`src/rtl/bpg_pkg.sv`:
```
// Shared helpers for the biased pattern generator.
// Assumes shift-register widths that are multiples of 4 between 8 and 32.
package bpg_pkg;

    // Feedback tap mask (bit t-1 set for tap t) of a maximal-length polynomial
    function automatic logic [31:0] tap_mask(input int unsigned width);
        case (width)
            8:       tap_mask = 32'h0000_00B8;
            12:      tap_mask = 32'h0000_0829;
            16:      tap_mask = 32'h0000_D008;
            20:      tap_mask = 32'h0009_0000;
            24:      tap_mask = 32'h00E1_0000;
            28:      tap_mask = 32'h0900_0000;
            32:      tap_mask = 32'h8020_0003;
            default: tap_mask = 32'h0000_0000;
        endcase
    endfunction

endpackage

```
`src/rtl/bpg_lfsr.sv`:
```
// Fibonacci shift register that supplies equiprobable raw bits.
// A load has priority over a step. A zero seed is replaced by DEFAULT_SEED so
// the register never locks up.
module bpg_lfsr #(
    parameter int unsigned         WIDTH        = 16,
    parameter logic [WIDTH-1:0]    DEFAULT_SEED = '1
) (
    input  logic             clk,
    input  logic             rst_n,
    input  logic             load,
    input  logic [WIDTH-1:0] seed,
    input  logic             step,
    output logic [WIDTH-1:0] state
);
    import bpg_pkg::*;

    localparam logic [31:0]      MASK32 = tap_mask(WIDTH);
    localparam logic [WIDTH-1:0] TAPS   = MASK32[WIDTH-1:0];

    logic             fb;
    logic [WIDTH-1:0] seed_safe;

    // Feedback bit and zero-seed substitution
    always_comb begin
        fb        = ^(state & TAPS);
        seed_safe = (seed == '0) ? DEFAULT_SEED : seed;
    end

    // State register: reset, load or shift
    always_ff @(posedge clk) begin
        if (!rst_n) begin
            state <= DEFAULT_SEED;
        end else if (load) begin
            state <= seed_safe;
        end else if (step) begin
            state <= {state[WIDTH-2:0], fb};
        end
    end

endmodule

```
`src/rtl/bpg_weight_bank.sv`:
```
// Bank of weight configurations. Each slot holds a 2-bit weight code and an
// invert flag per output bit. Read is combinational and write is synchronous.
// Assumes NUM_SETS is a power of two, so every slot index is valid.
module bpg_weight_bank #(
    parameter int unsigned NUM_OUT  = 4,
    parameter int unsigned NUM_SETS = 4,
    localparam int unsigned SLOT_W  = (NUM_SETS > 1) ? $clog2(NUM_SETS) : 1
) (
    input  logic                 clk,
    input  logic                 rst_n,
    input  logic                 we,
    input  logic [SLOT_W-1:0]    wr_slot,
    input  logic [2*NUM_OUT-1:0] wr_wsel,
    input  logic [NUM_OUT-1:0]   wr_inv,
    input  logic [SLOT_W-1:0]    rd_slot,
    output logic [2*NUM_OUT-1:0] rd_wsel,
    output logic [NUM_OUT-1:0]   rd_inv
);
    logic [2*NUM_OUT-1:0] wsel_mem [NUM_SETS];
    logic [NUM_OUT-1:0]   inv_mem  [NUM_SETS];

    // Slot storage: cleared on reset, written on we
    always_ff @(posedge clk) begin
        if (!rst_n) begin
            for (int s = 0; s < NUM_SETS; s++) begin
                wsel_mem[s] <= '0;
                inv_mem[s]  <= '0;
            end
        end else if (we) begin
            wsel_mem[wr_slot] <= wr_wsel;
            inv_mem[wr_slot]  <= wr_inv;
        end
    end

    // Active-slot read
    always_comb begin
        rd_wsel = wsel_mem[rd_slot];
        rd_inv  = inv_mem[rd_slot];
    end

endmodule

```
`src/rtl/bpg_bias_cell.sv`:
```
// Biases one output bit. It ANDs the first wsel+1 bits of its private 4-bit
// group and then optionally inverts the result.
module bpg_bias_cell (
    input  logic [3:0] grp,
    input  logic [1:0] wsel,
    input  logic       inv,
    output logic       bit_o
);
    logic anded;

    // Prefix AND selected by the weight code
    always_comb begin
        case (wsel)
            2'd0:    anded = grp[0];
            2'd1:    anded = &grp[1:0];
            2'd2:    anded = &grp[2:0];
            default: anded = &grp[3:0];
        endcase
        bit_o = anded ^ inv;
    end

endmodule

```
`src/rtl/biased_pattern_gen.sv`:
```
// Weighted pseudo-random pattern generator top.
// Output bit i draws on shift-register bits [4i+3:4i]. The active weight slot
// is latched on seed_load, and the pattern register advances on step_en.
// Assumes NUM_OUT between 2 and 8 (register widths 8..32).
module biased_pattern_gen #(
    parameter int unsigned        NUM_OUT      = 4,
    parameter int unsigned        NUM_SETS     = 4,
    parameter logic [4*NUM_OUT-1:0] SEED_DEFAULT = {NUM_OUT{4'b1011}},
    localparam int unsigned       LFSR_W       = 4 * NUM_OUT,
    localparam int unsigned       SLOT_W       = (NUM_SETS > 1) ? $clog2(NUM_SETS) : 1
) (
    input  logic                 clk,
    input  logic                 rst_n,
    input  logic                 seed_load,
    input  logic [LFSR_W-1:0]    seed_val,
    input  logic                 step_en,
    input  logic [SLOT_W-1:0]    set_sel,
    input  logic                 cfg_we,
    input  logic [SLOT_W-1:0]    cfg_slot,
    input  logic [2*NUM_OUT-1:0] cfg_wsel,
    input  logic [NUM_OUT-1:0]   cfg_inv,
    output logic [NUM_OUT-1:0]   pattern
);
    logic [LFSR_W-1:0]    lfsr_state;
    logic [SLOT_W-1:0]    act_slot_q;
    logic [2*NUM_OUT-1:0] act_wsel;
    logic [NUM_OUT-1:0]   act_inv;
    logic [NUM_OUT-1:0]   next_pat;
    logic                 advance;

    // A load cycle never advances the pattern
    always_comb advance = step_en && !seed_load;

    bpg_lfsr #(
        .WIDTH        (LFSR_W),
        .DEFAULT_SEED (SEED_DEFAULT)
    ) lfsr_i (
        .clk   (clk),
        .rst_n (rst_n),
        .load  (seed_load),
        .seed  (seed_val),
        .step  (advance),
        .state (lfsr_state)
    );

    bpg_weight_bank #(
        .NUM_OUT  (NUM_OUT),
        .NUM_SETS (NUM_SETS)
    ) bank_i (
        .clk     (clk),
        .rst_n   (rst_n),
        .we      (cfg_we),
        .wr_slot (cfg_slot),
        .wr_wsel (cfg_wsel),
        .wr_inv  (cfg_inv),
        .rd_slot (act_slot_q),
        .rd_wsel (act_wsel),
        .rd_inv  (act_inv)
    );

    // One bias cell per output bit
    for (genvar i = 0; i < NUM_OUT; i++) begin : g_cell
        bpg_bias_cell cell_i (
            .grp   (lfsr_state[4*i +: 4]),
            .wsel  (act_wsel[2*i +: 2]),
            .inv   (act_inv[i]),
            .bit_o (next_pat[i])
        );
    end

    // Active slot latched at the start of a run
    always_ff @(posedge clk) begin
        if (!rst_n) begin
            act_slot_q <= '0;
        end else if (seed_load) begin
            act_slot_q <= set_sel;
        end
    end

    // Pattern register updated once per enabled step
    always_ff @(posedge clk) begin
        if (!rst_n) begin
            pattern <= '0;
        end else if (advance) begin
            pattern <= next_pat;
        end
    end

endmodule

```
`config.mk`:
```
export PLATFORM = sky130hd
export DESIGN_NAME = biased_pattern_gen
export DESIGN_NICKNAME = d
export VERILOG_FILES = /design/src/rtl/bpg_pkg.sv /design/src/rtl/bpg_lfsr.sv /design/src/rtl/bpg_weight_bank.sv /design/src/rtl/bpg_bias_cell.sv /design/src/rtl/biased_pattern_gen.sv
export SDC_FILE = /design/constraint.sdc
export NUM_CORES = 1
export LEC_CHECK = 0
export BUFFER_PORTS_ARGS = -buffer_cell sky130_fd_sc_hd__buf_4
export CAP_MARGIN = 20
export CORE_AREA = 2 2 80 82
export DETAILED_ROUTE_END_ITERATION = 8
export DIE_AREA = 0 0 82 84
export PLACE_DENSITY_LB_ADDON = 0.3
export SYNTH_ARGS = -nofsm -noshare
export SYNTH_HDL_FRONTEND = slang
export SYNTH_SLANG_ARGS = --single-unit
export TNS_END_PERCENT = 5
```
`constraint.sdc`:
```
create_clock -name clk -period 2.1 [get_ports clk]
set_clock_uncertainty 0.1 [all_clocks]
set_input_delay 0.21 -clock clk [delete_from_list [all_inputs] [get_ports clk]]
set_output_delay 0.21 -clock clk [all_outputs]
set_load 0.05 [all_outputs]
```
==> results.sh, run 1 <==
export IMPL_gp_congestion=0.790
export IMPL_die_h_um=84
export IMPL_core_area_mm2=0.00610
export IMPL_cts_resized=0
export IMPL_maxCapViolCount=0
export IMPL_clkSlewWorstSetupHoldPaths_ns=0.08
export IMPL_drive_above_1_share_pct=24.1
export IMPL_yosysTopAreaCell="edfxtp_1"
export IMPL_synthMostInstantiatedCell="edfxtp_1"
export IMPL_hold_buffers=4
export IMPL_num_vias=2405
export IMPL_finish_net_count=369
export IMPL_worst_setup_path_type="reg2reg"
export IMPL_synth_top_area_share_pct=42.3
export IMPL_slew_violations=0
export IMPL_grt_pass1_wl_um=11700
export IMPL_hold_viol=0
export IMPL_vias_per_cell=5.82
export IMPL_cts_sink_count=72
export IMPL_status="completed"
export IMPL_ys_warn_count=0
export IMPL_required_ns=2.23
export IMPL_syn_avg_cell_area_um2=11.9
export IMPL_regArea_mm2=0.00192
export IMPL_final_area_mm2=0.00405
export IMPL_area_growth_pct=18.9
export IMPL_first_pass_iters=4
export IMPL_cts_max_path_buffers=2
export IMPL_leakage_nw=1.55
export IMPL_fmax_mhz=550
export IMPL_diodes=0
export IMPL_postPlaceCellArea_mm2=0.00380
export IMPL_drt_iter0_drc=116
export IMPL_slew_limit_headroom_pct=59.7
export IMPL_grt_overflow_total=0
export IMPL_h_tree_depth=3
export IMPL_post_route_util_pct=66.4
export IMPL_crit_fanout=7
export IMPL_netlist_instances=285
export IMPL_setup_violations=0
export IMPL_synth_commonest_cells="edfxtp_1 (48), and2_1 (43), nand2_1 (26)"
export IMPL_die_x_um=82
export IMPL_multi_input_area_mm2=0.00139
export IMPL_drcViolationCount=0
export IMPL_synth_net_count=323
export IMPL_end_kind="register"
export IMPL_crit_arrival_ns=1.95
export IMPL_synth_seq_cells=72
export IMPL_worst_slew_pin_slew_ns=0.603
export IMPL_die_area_mm2=0.00689
export IMPL_grt_max_degree=40
export IMPL_initial_utilization_pct=55.8
export IMPL_rsz0062_at_grt="false"
export IMPL_ys_async_sr_fraction_pct=0
export IMPL_grt_total_usage_pct=23.3
export IMPL_ant_nets=0
export IMPL_ys_flop_type="edfxtp_1"
export IMPL_grt_pass1_vias=2467
export IMPL_finalCriticalPeriod_ns=1.82
export IMPL_startpoint_type="register"
export IMPL_cts_buffers_inserted=9
export IMPL_ys_types=34
export IMPL_worst_skew_pair_late_latency_ns=0.35
export IMPL_n_fill_cell=463
export IMPL_p_per_area_mw_per_mm2=808
export IMPL_io_buffers=40
export IMPL_vdd_ir_drop_max_uv=561
export IMPL_finalPower_mw=3.27
export IMPL_io_pins=41
export IMPL_fin_crit_sh_pct=86.5
export IMPL_ys_seq_area_share_pct=56.4
export IMPL_root_buffer="clkbuf_8"
export IMPL_wire_per_inst_um=17.5
export IMPL_dp_hpwl_um=5030
export IMPL_num_rows=29
export IMPL_routed_wl_um=7230
export IMPL_cts_tree="built"
export IMPL_postCtsSetupBuffers=0
export IMPL_synth_area_mm2=0.00340
export IMPL_yosys_top_cells_area="edfxtp_1 (42%), dfxtp_1 (14%), and2_1 (7.9%)"
export IMPL_hp_class="in2reg"
export IMPL_timing_setup_tns_ns=0
export IMPL_grt_antenna_before_repair=0
export IMPL_synth_edf_count=48
[worst max-delay path: stages, from the launching register on]
cell and delay, ns:
dfxtp_1 0.42, buf_4 0.20, mux4_2 0.52, a211oi_2 0.20, a31oi_1 0.07, nor2_1 0.12
a211oi_1 0.06
[where the power goes]
part | switching (mW) | internal, mW | total, mW
clock | 0.520 | 0.670 | 1.19
combinational | 0.209 | 0.196 | 0.405
sequential | 0.0604 | 1.62 | 1.68
total | 0.789 | 2.48 | 3.27
[stage by stage]
| stage | hold WS, ns | worst slack (ns) | cells |
|---|---|---|---|
| global placement | 0.355 | 0.352 | 393 |
| detailed placement | 0.361 | 0.295 | 393 |
| floorplan | 0.255 | 0.459 | 285 |
| global route | 0.0210 | 0.167 | 413 |
| CTS | 0.000707 | 0.274 | 413 |
| finish | 0.0126 | 0.282 | 413 |
[cell usage in the layout, fill, tap and decap left out, types with 2 or more instances in the layout]
master,n
o2111a_1,3
nor2b_1,3
nor3b_1,2
o22ai_1,12
nor4_1,4
clkbuf_1,2
mux2i_1,20
a211oi_2,4
dfxtp_1,24
bufinv_16,2
o211ai_1,9
a21oi_1,2
edfxtp_1,48
o21ai_0,15
clkbuf_8,9
mux2_2,9
nand3_1,4
dlygate4sd3_1,4
nand2b_1,5
and2_1,43
and3_1,12
mux4_2,5
buf_4,48
nor2_1,7
nand2_1,26
[cell families after synthesis]
| logic type | Yosys count | share of synthesized area [%] |
|---|---|---|
| DFF | 72 | 56.4 |
| xor gates and xnor gates | 2 | 0.515 |
| AOI/OAI and AO/OA | 48 | 9.81 |
| and+or+nand+nor | 108 | 17.3 |
| buffers and inverters | 19 | 2.61 |
| muxes | 35 | 12.9 |
| adders and majority gates | 1 | 0.367 |
[layout make-up]
type,instances,share of cell area (%)
clock buffer,11,3.24
clock inverter,5,2.01
inverter,1,0.0927
multi-input combinational,194,34.4
sequential,72,47.5
tap,77,2.38
timing repair buffer,53,10.4
[path summary, 6_finish.rpt]
| check | cells past startpoint | from | slack, ns | endpoint |
|---|---|---|---|---|
| max | 6 | register | 0.28 | pattern[3] |
| min | 3 | seed_val[13] | 0.01 | lfsr_i.state[13] |
| max reg2reg | 6 | register | 0.28 | pattern[3] |
| min reg2reg | 2 | act_slot_q[1] | 0.45 | act_slot_q[1] |
[metal layers]
layer  up-vias  global-route usage, %  routed length (um)
li1       1150                      -                   -
met1      1160                   29.4                3200
met2        81                   37.6                3570
met3        14                   4.11                 320
met4         0                   12.1                 133
met5         -                      0                   0
[sequential cells by signal, summed over array words and instances (netlist names), named ones only]
register	count
bank_i.wsel_mem	32
pattern	4
act_slot_q	2
bank_i.inv_mem	16
lfsr_i.state	16
Note: power is estimated with default switching activity, not from simulation.
==> inputs of run 2 (changes only) <==
--- a/config.mk
+++ b/config.mk
@@ -5,11 +5,11 @@
 export SDC_FILE = /design/constraint.sdc
 export NUM_CORES = 1
 export LEC_CHECK = 0
-export BUFFER_PORTS_ARGS = -buffer_cell sky130_fd_sc_hd__buf_4
 export CAP_MARGIN = 20
-export CORE_AREA = 2 2 80 82
+export CORE_AREA = 2 2 79 81
 export DETAILED_ROUTE_END_ITERATION = 8
-export DIE_AREA = 0 0 82 84
+export DIE_AREA = 0 0 81 83
+export DONT_BUFFER_PORTS = 1
 export PLACE_DENSITY_LB_ADDON = 0.3
 export SYNTH_ARGS = -nofsm -noshare
 export SYNTH_HDL_FRONTEND = slang
==> run 2 against run 1 <==
Routed wire length up 1.0%. Clock power down 13%. Count of clock-buffer cells in the layout down 1. Register-to-register slack worse by 0.05 ns. First-iteration DRC count down 2.6%. Via count down 4.0%. Total power down 5.4%. Die area down 2.4%. Global-route usage up 0.19 points. Sequential power about the same. Sequential share of layout area up 0.059 points. Critical endpoint unchanged.
==> results.sh, run 2 (synthesis gave the netlist of run 1 again) <==
export IMPL_root_buffer="clkbuf_8"
export IMPL_cts_sink_count=72
export IMPL_drive_above_1_share_pct=13.6
export IMPL_first_pass_iters=4
export IMPL_cts_tree="built"
export IMPL_dp_hpwl_um=4680
export IMPL_final_common_cell="edfxtp_1"
export IMPL_finish_net_count=363
export IMPL_io_pins=41
export IMPL_grt_antenna_before_repair=0
export IMPL_startpoint_type="register"
export IMPL_vias_per_cell=5.70
export IMPL_postPlaceCellArea_mm2=0.00351
export IMPL_h_tree_depth=3
export IMPL_gp_congestion=0.779
export IMPL_die_area_mm2=0.00672
export IMPL_die_x_um=81
export IMPL_required_ns=2.22
export IMPL_grt_pass1_vias=2410
export IMPL_ant_nets=0
export IMPL_ff2ff_path_depth=5
export IMPL_io_buffers=0
export IMPL_grt_total_usage_pct=23.5
export IMPL_grt_max_degree=31
export IMPL_largest_register_ffs=32
export IMPL_drcViolationCount=0
export IMPL_timing_setup_tns_ns=0
export IMPL_worst_slew_pin_slew_ns=0.606
export IMPL_postCtsSetupBuffers=0
export IMPL_final_area_mm2=0.00404
export IMPL_p_per_area_mw_per_mm2=765
export IMPL_cts_max_path_buffers=2
export IMPL_grt_overflow_total=0
export IMPL_holdWs_ns=0.0142
export IMPL_clkSlewWorstSetupHoldPaths_ns=0.07
export IMPL_end_kind="register"
export IMPL_min_delay_start="seed_load"
export IMPL_rsz0062_at_grt="false"
export IMPL_r2r_slack_ns=0.23
export IMPL_largestRegisters="bank_i.wsel_mem: 32 flops, bank_i.inv_mem: 16 flops, lfsr_i.state: 16 flops"
export IMPL_num_vias=2309
export IMPL_initial_utilization_pct=58.5
export IMPL_setup_violations=0
export IMPL_core_area_mm2=0.00582
export IMPL_final_cell_mix="edfxtp_1 (48), and2_1 (43), dlygate4sd3_1 (33), nand2_1 (26), dfxtp_1 (24)"
export IMPL_hp_class="in2reg"
export IMPL_finalPower_mw=3.09
export IMPL_routed_wl_um=7300
export IMPL_crit_fanout=7
export IMPL_hold_viol=0
export IMPL_area_growth_pct=18.8
export IMPL_grt_pass1_wl_um=11600
export IMPL_diodes=0
export IMPL_crit_arrival_ns=1.98
export IMPL_num_rows=28
export IMPL_slew_violations=0
export IMPL_worst_skew_pair_late_latency_ns=0.34
export IMPL_die_h_um=83
export IMPL_leakage_nw=1.49
export IMPL_largest_register="bank_i.wsel_mem"
export IMPL_cts_buffers_inserted=9
export IMPL_hold_buffers=32
export IMPL_wire_per_inst_um=18.0
export IMPL_vdd_ir_drop_max_uv=511
export IMPL_maxCapViolCount=0
export IMPL_finalCriticalPeriod_ns=1.87
export IMPL_worst_setup_path_type="reg2reg"
export IMPL_r2r_end="pattern[3]"
export IMPL_slew_limit_headroom_pct=59.5
export IMPL_fin_crit_sh_pct=88.9
export IMPL_status="completed"
export IMPL_drt_iter0_drc=113
export IMPL_cts_resized=0
export IMPL_fmax_mhz=536
export IMPL_holdPathStages=2
run 2: cell types whose count changed in the layout (fill, tap and decap cells not counted), sizes merged:
cell / delta
clkinv: +3
bufinv: -1
dlygate4sd3: +29
clkinvlp: -1
clkbuf: -1
buf: -35
run 2: per-stage QoR:
step                      setup slack, ns  utilization [%]  std cells
final                               0.233             69.5        405
after floorplan                     0.459                -        285
after detailed placement            0.232             60.4        355
after global placement              0.243             60.4        355
after CTS                          0.0726             69.1        403
after global routing               0.0811             69.5        405
run 2: worst max-delay path by stage:
stage	to	depth (start not counted)	slack, ns	from
floorplan	pattern[3]	6	0.46	register
global placement	pattern[3]	5	0.24	register
detailed placement	pattern[3]	5	0.23	register
CTS	lfsr_i.state[13]	3	0.07	rst_n
global route	pattern[0]	6	0.08	register
finish	pattern[3]	5	0.23	register
run 2: where the power goes:
part	total, mW	switching, mW	internal (mW)
Sequential	1.68	0.0638	1.62
Clock	1.04	0.499	0.543
Combinational	0.371	0.181	0.190
run 2: layer usage:
metal / track usage [%] / share of wire (%) / vias to the layer above
met5: 0 / 0 / -
met4: 6.93 / 1.3 / 0
met3: 7.28 / 5.1 / 8
met2: 38.8 / 50 / 66
met1: 29.4 / 44 / 1092
li1: - / - / 1143
run 2: critical path, stage by stage (launching register included):
cell and delay (ns):
dfxtp_1 0.56, mux4_1 0.66, a211oi_2 0.19, a31oi_1 0.08
nor2_1 0.12, a211oi_1 0.05
run 2: final cells by class:
| class | count | area [um^2] |
|---|---|---|
| repair buffers | 47 | 443 |
| well taps | 75 | 93.8 |
| clock buffers | 10 | 128 |
| inverters | 1 | 3.75 |
| flip-flops and latches | 72 | 1920 |
| fillers | 436 | 1770 |
| clock inverters | 6 | 60.1 |
| multi-input cells | 194 | 1390 |
